[src/rtl/rma_pkg.sv]
package rma_pkg;
  localparam int MIN_CLIENTS = 8;
  localparam int MAX_CLIENTS = 16;

  function automatic int wrap_next(input int idx, input int n);
    return (idx + 1 >= n) ? 0 : idx + 1;
  endfunction
endpackage

[src/rtl/rma_rr_picker.sv]
module rma_rr_picker #(
  parameter int N     = 8,
  parameter int IDX_W = $clog2(N)
) (
  input  logic [IDX_W-1:0] start,
  input  logic [N-1:0]     elig,
  output logic [N-1:0]     grant,
  output logic [IDX_W-1:0] idx,
  output logic             any
);
  int cand;

  always_comb begin
    grant = '0;
    idx   = '0;
    any   = 1'b0;
    cand  = 0;
    for (int off = 0; off < N; off++) begin
      if (!any) begin
        cand = int'(start) + off;
        if (cand >= N) cand = cand - N;
        if (elig[cand]) begin
          any         = 1'b1;
          idx         = IDX_W'(cand);
          grant[cand] = 1'b1;
        end
      end
    end
  end
endmodule

[src/rtl/rma_addr_hash.sv]
module rma_addr_hash #(
  parameter int ADDR_W = 16,
  parameter int BANK_W = 3
) (
  input  logic [ADDR_W-1:0] addr_in,
  output logic [ADDR_W-1:0] addr_out
);
  assign addr_out = {addr_in[ADDR_W-1:BANK_W],
                     addr_in[BANK_W-1:0] ^ addr_in[ADDR_W-1 -: BANK_W]};
endmodule

[src/rtl/rma_tag_broadcast.sv]
module rma_tag_broadcast #(
  parameter int N      = 8,
  parameter int TAG_W  = $clog2(N),
  parameter int DATA_W = 32
) (
  input  logic              clk,
  input  logic              rst_n,
  input  logic              in_valid,
  input  logic [TAG_W-1:0]  in_tag,
  input  logic [DATA_W-1:0] in_data,
  output logic              out_valid,
  output logic [TAG_W-1:0]  out_tag,
  output logic [DATA_W-1:0] out_data,
  output logic [N-1:0]      out_hit
);
  always_ff @(posedge clk or negedge rst_n) begin
    if (!rst_n) begin
      out_valid <= 1'b0;
      out_tag   <= '0;
      out_data  <= '0;
    end else begin
      out_valid <= in_valid;
      if (in_valid) begin
        out_tag  <= in_tag;
        out_data <= in_data;
      end
    end
  end

  for (genvar i = 0; i < N; i++) begin : g_hit
    always_ff @(posedge clk or negedge rst_n) begin
      if (!rst_n) out_hit[i] <= 1'b0;
      else        out_hit[i] <= in_valid && (in_tag == TAG_W'(i));
    end
  end

  // a reply is on the bus the cycle after it arrives
  a_r6_reply_follows: assert property (@(posedge clk) disable iff (!rst_n)
    in_valid |=> (out_valid && out_tag == $past(in_tag) && out_data == $past(in_data)));
  // exactly one client strobed per reply, none otherwise
  a_r6_hit_onehot: assert property (@(posedge clk) disable iff (!rst_n)
    out_valid |-> ($onehot(out_hit) && out_hit[out_tag]));
  a_r6_hit_idle: assert property (@(posedge clk) disable iff (!rst_n)
    !out_valid |-> (out_hit == '0));
endmodule

[src/rtl/ray_mem_arbiter.sv]
module ray_mem_arbiter #(
  parameter int NUM_CLIENTS = 8,
  parameter int ADDR_W      = 16,
  parameter int DATA_W      = 32,
  parameter int BANK_W      = 3,
  localparam int TAG_W      = $clog2(NUM_CLIENTS)
) (
  input  logic                          clk,
  input  logic                          rst_n,
  input  logic [NUM_CLIENTS-1:0]        req_valid,
  output logic [NUM_CLIENTS-1:0]        req_ready,
  input  logic [NUM_CLIENTS*ADDR_W-1:0] req_addr,
  output logic                          mem_req_valid,
  input  logic                          mem_req_ready,
  output logic [ADDR_W-1:0]             mem_req_addr,
  output logic [TAG_W-1:0]              mem_req_tag,
  input  logic                          mem_rsp_valid,
  input  logic [TAG_W-1:0]              mem_rsp_tag,
  input  logic [DATA_W-1:0]             mem_rsp_data,
  output logic                          rsp_valid,
  output logic [TAG_W-1:0]              rsp_tag,
  output logic [DATA_W-1:0]             rsp_data,
  output logic [NUM_CLIENTS-1:0]        rsp_hit
);
  logic [TAG_W-1:0]       rr_ptr;
  logic [NUM_CLIENTS-1:0] issued;
  logic [NUM_CLIENTS-1:0] elig;
  logic [NUM_CLIENTS-1:0] grant;
  logic [TAG_W-1:0]       gidx;
  logic                   any_elig;
  logic                   accept;
  logic [ADDR_W-1:0]      addr_arr [NUM_CLIENTS];
  logic [ADDR_W-1:0]      sel_addr;

  for (genvar i = 0; i < NUM_CLIENTS; i++) begin : g_unpack
    assign addr_arr[i] = req_addr[i*ADDR_W +: ADDR_W];
  end

  assign elig = req_valid & ~issued;

  rma_rr_picker #(.N(NUM_CLIENTS), .IDX_W(TAG_W)) u_pick (
    .start(rr_ptr), .elig(elig), .grant(grant), .idx(gidx), .any(any_elig)
  );

  assign sel_addr      = addr_arr[gidx];
  assign mem_req_valid = any_elig;
  assign mem_req_tag   = gidx;
  assign accept        = any_elig && mem_req_ready;
  assign req_ready     = mem_req_ready ? grant : '0;

  rma_addr_hash #(.ADDR_W(ADDR_W), .BANK_W(BANK_W)) u_hash (
    .addr_in(sel_addr), .addr_out(mem_req_addr)
  );

  always_ff @(posedge clk or negedge rst_n) begin
    if (!rst_n) rr_ptr <= '0;
    else if (accept) rr_ptr <= TAG_W'(rma_pkg::wrap_next(int'(gidx), NUM_CLIENTS));
  end

  always_ff @(posedge clk or negedge rst_n) begin
    if (!rst_n) begin
      issued <= '0;
    end else begin
      for (int i = 0; i < NUM_CLIENTS; i++) begin
        if (accept && gidx == TAG_W'(i))                 issued[i] <= 1'b1;
        else if (mem_rsp_valid && mem_rsp_tag == TAG_W'(i)) issued[i] <= 1'b0;
      end
    end
  end

  rma_tag_broadcast #(.N(NUM_CLIENTS), .TAG_W(TAG_W), .DATA_W(DATA_W)) u_bcast (
    .clk(clk), .rst_n(rst_n),
    .in_valid(mem_rsp_valid), .in_tag(mem_rsp_tag), .in_data(mem_rsp_data),
    .out_valid(rsp_valid), .out_tag(rsp_tag), .out_data(rsp_data), .out_hit(rsp_hit)
  );

  // single grant, never to a client already waiting on memory
  a_r4_one_grant: assert property (@(posedge clk) disable iff (!rst_n)
    $onehot0(req_ready));
  a_r4_no_reissue: assert property (@(posedge clk) disable iff (!rst_n)
    (req_ready & issued) == '0);
  // the labelled client really is requesting
  a_r3_label_eligible: assert property (@(posedge clk) disable iff (!rst_n)
    mem_req_valid |-> (req_valid[mem_req_tag] && !issued[mem_req_tag]));
  // hash leaves the upper address bits untouched
  a_r5_upper_kept: assert property (@(posedge clk) disable iff (!rst_n)
    mem_req_valid |-> (mem_req_addr[ADDR_W-1:BANK_W] == sel_addr[ADDR_W-1:BANK_W]));
  // stalled memory freezes the round-robin position
  a_r7_ptr_hold: assert property (@(posedge clk) disable iff (!rst_n)
    !mem_req_ready |=> $stable(rr_ptr));
endmodule

[config.mk]
export PLATFORM = sky130hd
export DESIGN_NAME = ray_mem_arbiter
export DESIGN_NICKNAME = d
export VERILOG_FILES = /design/src/rtl/rma_pkg.sv /design/src/rtl/rma_rr_picker.sv /design/src/rtl/rma_addr_hash.sv /design/src/rtl/rma_tag_broadcast.sv /design/src/rtl/ray_mem_arbiter.sv
export SDC_FILE = /design/constraint.sdc
export NUM_CORES = 1
export LEC_CHECK = 0
export BUFFER_PORTS_ARGS = -buffer_cell sky130_fd_sc_hd__buf_2
export CORE_MARGIN = 2
export CORE_UTILIZATION = 52
export DETAILED_ROUTE_END_ITERATION = 8
export GPL_TIMING_DRIVEN = 0
export PLACE_DENSITY = 0.95
export RECOVER_POWER = 100
export SETUP_SLACK_MARGIN = 0.05
export SLEW_MARGIN = 20
export SYNTH_ARGS = -nofsm -noshare
export SYNTH_HDL_FRONTEND = slang
export SYNTH_HIERARCHICAL = 1
export SYNTH_SLANG_ARGS = --single-unit
[constraint.sdc]
create_clock -name clk -period 9.8 [get_ports clk]
set_input_delay 1.96 -clock clk [delete_from_list [all_inputs] [get_ports clk]]
set_output_delay 1.96 -clock clk [all_outputs]
set_load 0.01 [all_outputs]
==> results.ini, run 1 <==
[clock_network]
cts_sinks = 55
cts_root_buf = clkbuf_8
cts_buffer_depth = 2
h-tree-depth = 2
post_cts_buffers = 0
cts.clk_slew.worst_paths_ps = 100
cts_tree = done
cts_resized = 0
worstSkewPairLatency_ps = 310
cts_buffers = 5
cts_hold_buf = 0

[finish]
regArea_um2 = 1380
fin_area_um2 = 6450
multiInputGateArea_um2 = 3330
diodes = 0
fin_nets = 852
layout-drive-gt1-share_pct = 39.9
synthToLayoutAreaGrowth_pct = 23.5
utilization_pct = 66.0
instances_no_fill = 797
nFillCells = 847

[synth]
synth_simple_gate_area_share_pct = 11.2
synth_compound_area_share_pct = 11.0
ys_seq_area_share_pct = 26.3
yosysUniqueCellTypes = 69
netlist_area_um2 = 5230
synth.area.top_cells = dfrtp_1 26%, mux4_1 15%, mux2_4 9.8%, mux4_2 5.6%, mux2_2 5.4%
dominantRegCellSynth = dfrtp_1
synth_top_area_cell = dfrtp_1
synth_xor_area_share_pct = 1.17
synth_seq_cells = 55
syn_inst = 410
avgSynthCellArea_um2 = 12.7
synth_top_area_share_pct = 26.3
synth_edf_count = 0
async_flop_share_pct = 100
syn_nets = 599
synth-adder-area-share_pct = 3.35
synth_warnings = 6
muxShareOfSynthArea_pct = 39.6
synth_top_family_by_area = multiplexers

[grt]
grtUsageTotal_pct = 31.2
grt_max_degree = 56
grt_pass1_wl_um = 26700
antenna_found_initial = 1
first_global_vias = 4949
gr-total-overflow = 0

[setup_path]
arrival_ps = 6810
r2r-end = rr_ptr[1]
cp.required_ps = 7840
r2r-start = rr_ptr[0]
crit_path_end_kind = output port
path_class = flip-flop to output port
r2r_cells = 20
start_kind = flip-flop
reg2reg_slack_ps = 3670
cp_max_fo = 11

[die]
num_rows = 36
coreArea_um2 = 9770
die_h_um = 104
io_pins = 247
die_area_um2 = 10900
initial_core_util_pct = 53.5
die_w_um = 104

[drt]
wl_met2_um = 8910
dr_total_vias = 4788
dr.max_layer_used = met5
wl_per_cell_um = 21.5
drt-initial-drc-count = 271
route.met3.wl_um = 1320
totalWireLength_um = 17100
wl_met1_um = 6330
vias_per_cell = 6.01
drc = 0
postRouteAntennaNets = 0
dr.pass1.iters = 4

[hold_path]
holdPathEnd = u_bcast/out_data[22]
hp-start = u_bcast/out_data[22]
worstHoldPathCells = 1
min_path_type = flip-flop to flip-flop

[placement]
hpwl_um = 14100
portBuffers = 246
dpl-instance-area_um2 = 6620
dp.cells = 789
gp_congestion = 0.989

[status]
violations = max-capacitance violations, max-slew violations
status = complete, but fails checks

[timing]
fmax_mhz = 114
hold_viol_final = 0
min_period_ps = 8770
rsz0062_at_grt = false
worst_pin_slew_ps = 2850
slew_headroom_pct = -89.7
setup_viol = 0
finalSetupTns_ps = 0
finalMaxSlewViolations = 56
finalCritPeriodShare_pct = 89.5
fin_skew_ps = 9.44

[flow_run]
maxCapViolCount = 1

-- per-layer routing --
layer	up-vias	GRT usage, %
met5	-	0
met4	2	10.6
met3	47	6.27
met2	249	55.5
met1	2352	37.8
li1	2138	-
-- worst max path at each step --
stage / startpoint / endpoint / slack (ps) / cells past startpoint
floorplan: req_valid[5] / mem_req_addr[0] / 2250 / 14
global placement: req_valid[6] / mem_req_addr[0] / 1410 / 16
detailed placement: req_valid[6] / mem_req_addr[0] / 1420 / 16
CTS: req_valid[6] / mem_req_addr[0] / 1430 / 16
global route: rr_ptr[1] / mem_req_addr[0] / 510 / 18
finish: rr_ptr[0] / mem_req_addr[0] / 1030 / 21
-- per-stage QoR --
stage,hold WS [ps],worst slack (ps)
after CTS,513,1430
after detailed placement,489,1420
after floorplan,464,2250
after global routing,524,512
final,509,1030
after global placement,478,1410
-- placed cells by master (no fill, tap or decap), types with 5 or more instances in the layout --
master,netlist,routed
nand3_1,5,5
buf_2,6,187
mux4_1,29,29
mux4_2,13,13
a22o_1,10,10
o211ai_1,5,5
o21ai_0,6,7
a21oi_1,10,10
nor2_1,8,8
mux2_1,3,35
nand2_1,22,22
ha_1,14,14
buf_4,13,13
clkbuf_1,8,80
nor2b_1,13,13
xor2_1,5,5
inv_1,9,9
dfrtp_1,55,55
mux2_4,34,5
and2_0,0,5
mux2_2,25,22
clkbuf_8,0,5
mux2i_1,15,15
-- Yosys cell counts, types with 4 or more instances --
library cell / count
clkbuf_1: 8
a31oi_1: 4
a22o_1: 10
buf_12: 5
mux2_2: 25
buf_6: 5
nor2b_1: 13
and2_1: 9
a22oi_1: 4
o211ai_1: 5
nor2_1: 8
buf_4: 13
nand2_1: 22
inv_1: 9
o21ai_0: 6
mux2i_1: 15
xor2_1: 5
mux4_1: 29
a21oi_1: 10
ha_1: 14
mux2_4: 34
buf_2: 6
mux4_2: 13
nand3_1: 5
dfrtp_1: 55
-- layout make-up --
class,instances,area share (%)
Sequential cell,55,21.3
Clock inverter,2,0.601
Tap cell,133,2.58
Buffer,40,4.36
Timing Repair Buffer,246,17.9
Clock buffer,6,1.12
Inverter,10,0.582
Multi-Input combinational cell,305,51.6
-- critical path: stages (launching register included) --
cell	delay, ps
dfrtp_1	450
buf_6	180
buf_12	150
buf_8	140
inv_1	60
clkbuf_1	460
ha_1	300
clkbuf_1	380
mux2_1	360
a22oi_1	280
and3b_1	220
clkbuf_1	340
o2111ai_4	250
nor3_1	360
nand2_1	150
o22ai_1	480
buf_2	320
clkbuf_1	460
mux4_1	390
mux2_1	340
xor2_1	220
clkbuf_1	190
-- state kept, by name, summed over array words and instances (netlist names) --
name               flops
u_bcast/out_data      32
issued                 8
u_bcast/out_tag        3
rr_ptr                 3
u_bcast/out_hit        8
u_bcast/out_valid      1
-- cells by family after synthesis --
group / count (synthesis)
flip-flops: 55
multiplexers: 121
buffers and inverters: 50
XOR/XNOR: 7
AND/OR/NAND/NOR: 91
adder cells (fa/ha/maj): 14
AO/OA/AOI/OAI: 72
Power of run 1 is left out: the tool's default activity adds up to more than one toggle a clock period on the data nets, which glitch-free logic cannot reach.
==> run 2: changes to the inputs <==
==> constraint.sdc (replaced) <==
create_clock -name clk -period 10.5 [get_ports clk]
set_input_delay 2.1 -clock clk [delete_from_list [all_inputs] [get_ports clk]]
set_output_delay 2.1 -clock clk [all_outputs]
set_load 0.01 [all_outputs]
==> results.ini, run 2 (synthesis gave the netlist of run 1 again) <==
[status]
status = complete, but fails checks
violations = max-capacitance violations, max-slew violations

[setup_path]
r2r_cells = 17  ; -15%
r2r-start = rr_ptr[1]
critical_path.cell_chain = buf_2 -> nor2b_1 -> mux4_1 -> nand2b_1 -> and3b_1 -> clkbuf_1 -> o2111ai_1 -> nor3b_1 -> or4_1 -> a2bb2oi_1 -> clkbuf_1 -> buf_6 -> mux4_1 -> mux2_1 -> xor2_1 -> buf_2
path_class = primary input to output port
start_kind = primary input
crit_slowest_cell = mux4_1
cpPeakStageDelay_ps = 580  ; +100 ps
arrival_ps = 7290  ; +480 ps
cp_num_buf_inv = 5  ; -5
path_delay_family = multiplexers
r2r-end = rr_ptr[1]
crit_path_end_kind = output port
cp.required_ps = 8400  ; +560 ps
cp_max_fo = 10  ; -1
reg2reg_slack_ps = 4260  ; +590 ps

[hold_path]
holdPathEnd = u_bcast/out_data[27]
worstHoldPathCells = 1  ; unchanged
min_path_type = flip-flop to flip-flop
hp-start = u_bcast/out_data[27]

[timing]
fin_skew_ps = 9.57  ; +0.128 ps
setup_viol = 0  ; unchanged
worst_pin_slew_ps = 2850  ; +2.88 ps
rsz0062_at_grt = false
min_period_ps = 9390
hold_viol_final = 0  ; unchanged
timing.hold.ws_ps = 507  ; -1.98 ps
finalMaxSlewViolations = 56  ; unchanged
finalSetupTns_ps = 0  ; unchanged
fmax_mhz = 106
slew_headroom_pct = -89.9  ; -0.19 points
finalCritPeriodShare_pct = 89.5

[grt]
grtUsageTotal_pct = 31.2  ; unchanged
grt_max_degree = 56  ; unchanged
first_global_vias = 4949  ; unchanged
gr-total-overflow = 0  ; unchanged
antenna_found_initial = 1  ; unchanged
grt_pass1_wl_um = 26700  ; unchanged

[clock_network]
cts_root_buf = clkbuf_8
cts.clk_slew.worst_paths_ps = 110  ; about the same
worstSkewPairLatency_ps = 310  ; about the same
cts_resized = 0  ; unchanged
cts_hold_buf = 0  ; unchanged
cts_sinks = 55  ; unchanged
cts_buffer_depth = 2  ; unchanged
cts_buffers = 5  ; unchanged
post_cts_buffers = 0  ; unchanged
cts_tree = done
h-tree-depth = 2  ; unchanged

[drt]
postRouteAntennaNets = 0  ; unchanged
wl_per_cell_um = 21.5  ; -0.13%
drt-initial-drc-count = 280  ; +3.3%
drc = 0  ; unchanged
totalWireLength_um = 17100  ; -0.13%
vias_per_cell = 6.02  ; +0.23%
dr.pass1.iters = 4  ; unchanged
dr_total_vias = 4799  ; +0.23%

[flow_run]
maxCapViolCount = 1  ; unchanged

[die]
die_area_um2 = 10900  ; unchanged
initial_core_util_pct = 53.5  ; unchanged
coreArea_um2 = 9770  ; unchanged
num_rows = 36  ; unchanged
die_w_um = 104  ; unchanged
io_pins = 247  ; unchanged
die_h_um = 104  ; unchanged

[placement]
gp_congestion = 0.989  ; unchanged
portBuffers = 246  ; unchanged
hpwl_um = 14100  ; unchanged

[finish]
top_regs = u_bcast/out_data: 32 flops, issued: 8 flops, u_bcast/out_hit: 8 flops
layout-drive-gt1-share_pct = 40.2  ; +0.30 points
synthToLayoutAreaGrowth_pct = 23.2
largest_reg_flops = 32  ; unchanged
layout_common_cells = 190 x buf_2, 78 x clkbuf_1, 55 x dfrtp_1
fin_nets = 852  ; unchanged
utilization_pct = 65.9  ; -0.14 points
diodes = 0  ; unchanged
regArea_um2 = 1380  ; unchanged
multiInputGateArea_um2 = 3320  ; -0.30%
nFillCells = 852  ; +0.59%
largest-register = u_bcast/out_data
final_common_cell = buf_2

-- run 2: cell type report --
type	count	area share, %
Sequential cell	55	21.4
Buffer	40	4.26
Inverter	10	0.583
Clock buffer	6	1.13
Multi-Input combinational cell	305	51.5
Tap cell	133	2.59
Clock inverter	2	0.603
Timing Repair Buffer	246	18.0
-- run 2: metrics by stage --
stage / setup WS (ps) / cell area, um2 / instances
floorplan: 2670 / 5230 / 410
global placement: 1830 / 6620 / 789
detailed placement: 1840 / 6620 / 789
CTS: 1850 / 6730 / 797
global route: 739 / 6440 / 797
finish: 1110 / 6440 / 797
-- run 2: worst max path at each step --
stage | startpoint | endpoint | slack, ps | cells after the start
final | req_valid[7] | mem_req_addr[0] | 1110 | 16
after global routing | req_valid[5] | mem_req_addr[0] | 740 | 16
after CTS | req_valid[6] | mem_req_addr[0] | 1850 | 16
after detailed placement | req_valid[6] | mem_req_addr[0] | 1840 | 16
after global placement | req_valid[6] | mem_req_addr[0] | 1830 | 16
after floorplan | req_valid[5] | mem_req_addr[0] | 2670 | 14
-- run 2: metal layers --
metal,vias up,wire [um],track usage (%)
li1,2135,-,-
met1,2373,6360,37.8
met2,248,8920,55.5
met3,41,1310,6.27
met4,2,499,10.6
met5,-,12,0
Power of run 2 is left out for the same reason.
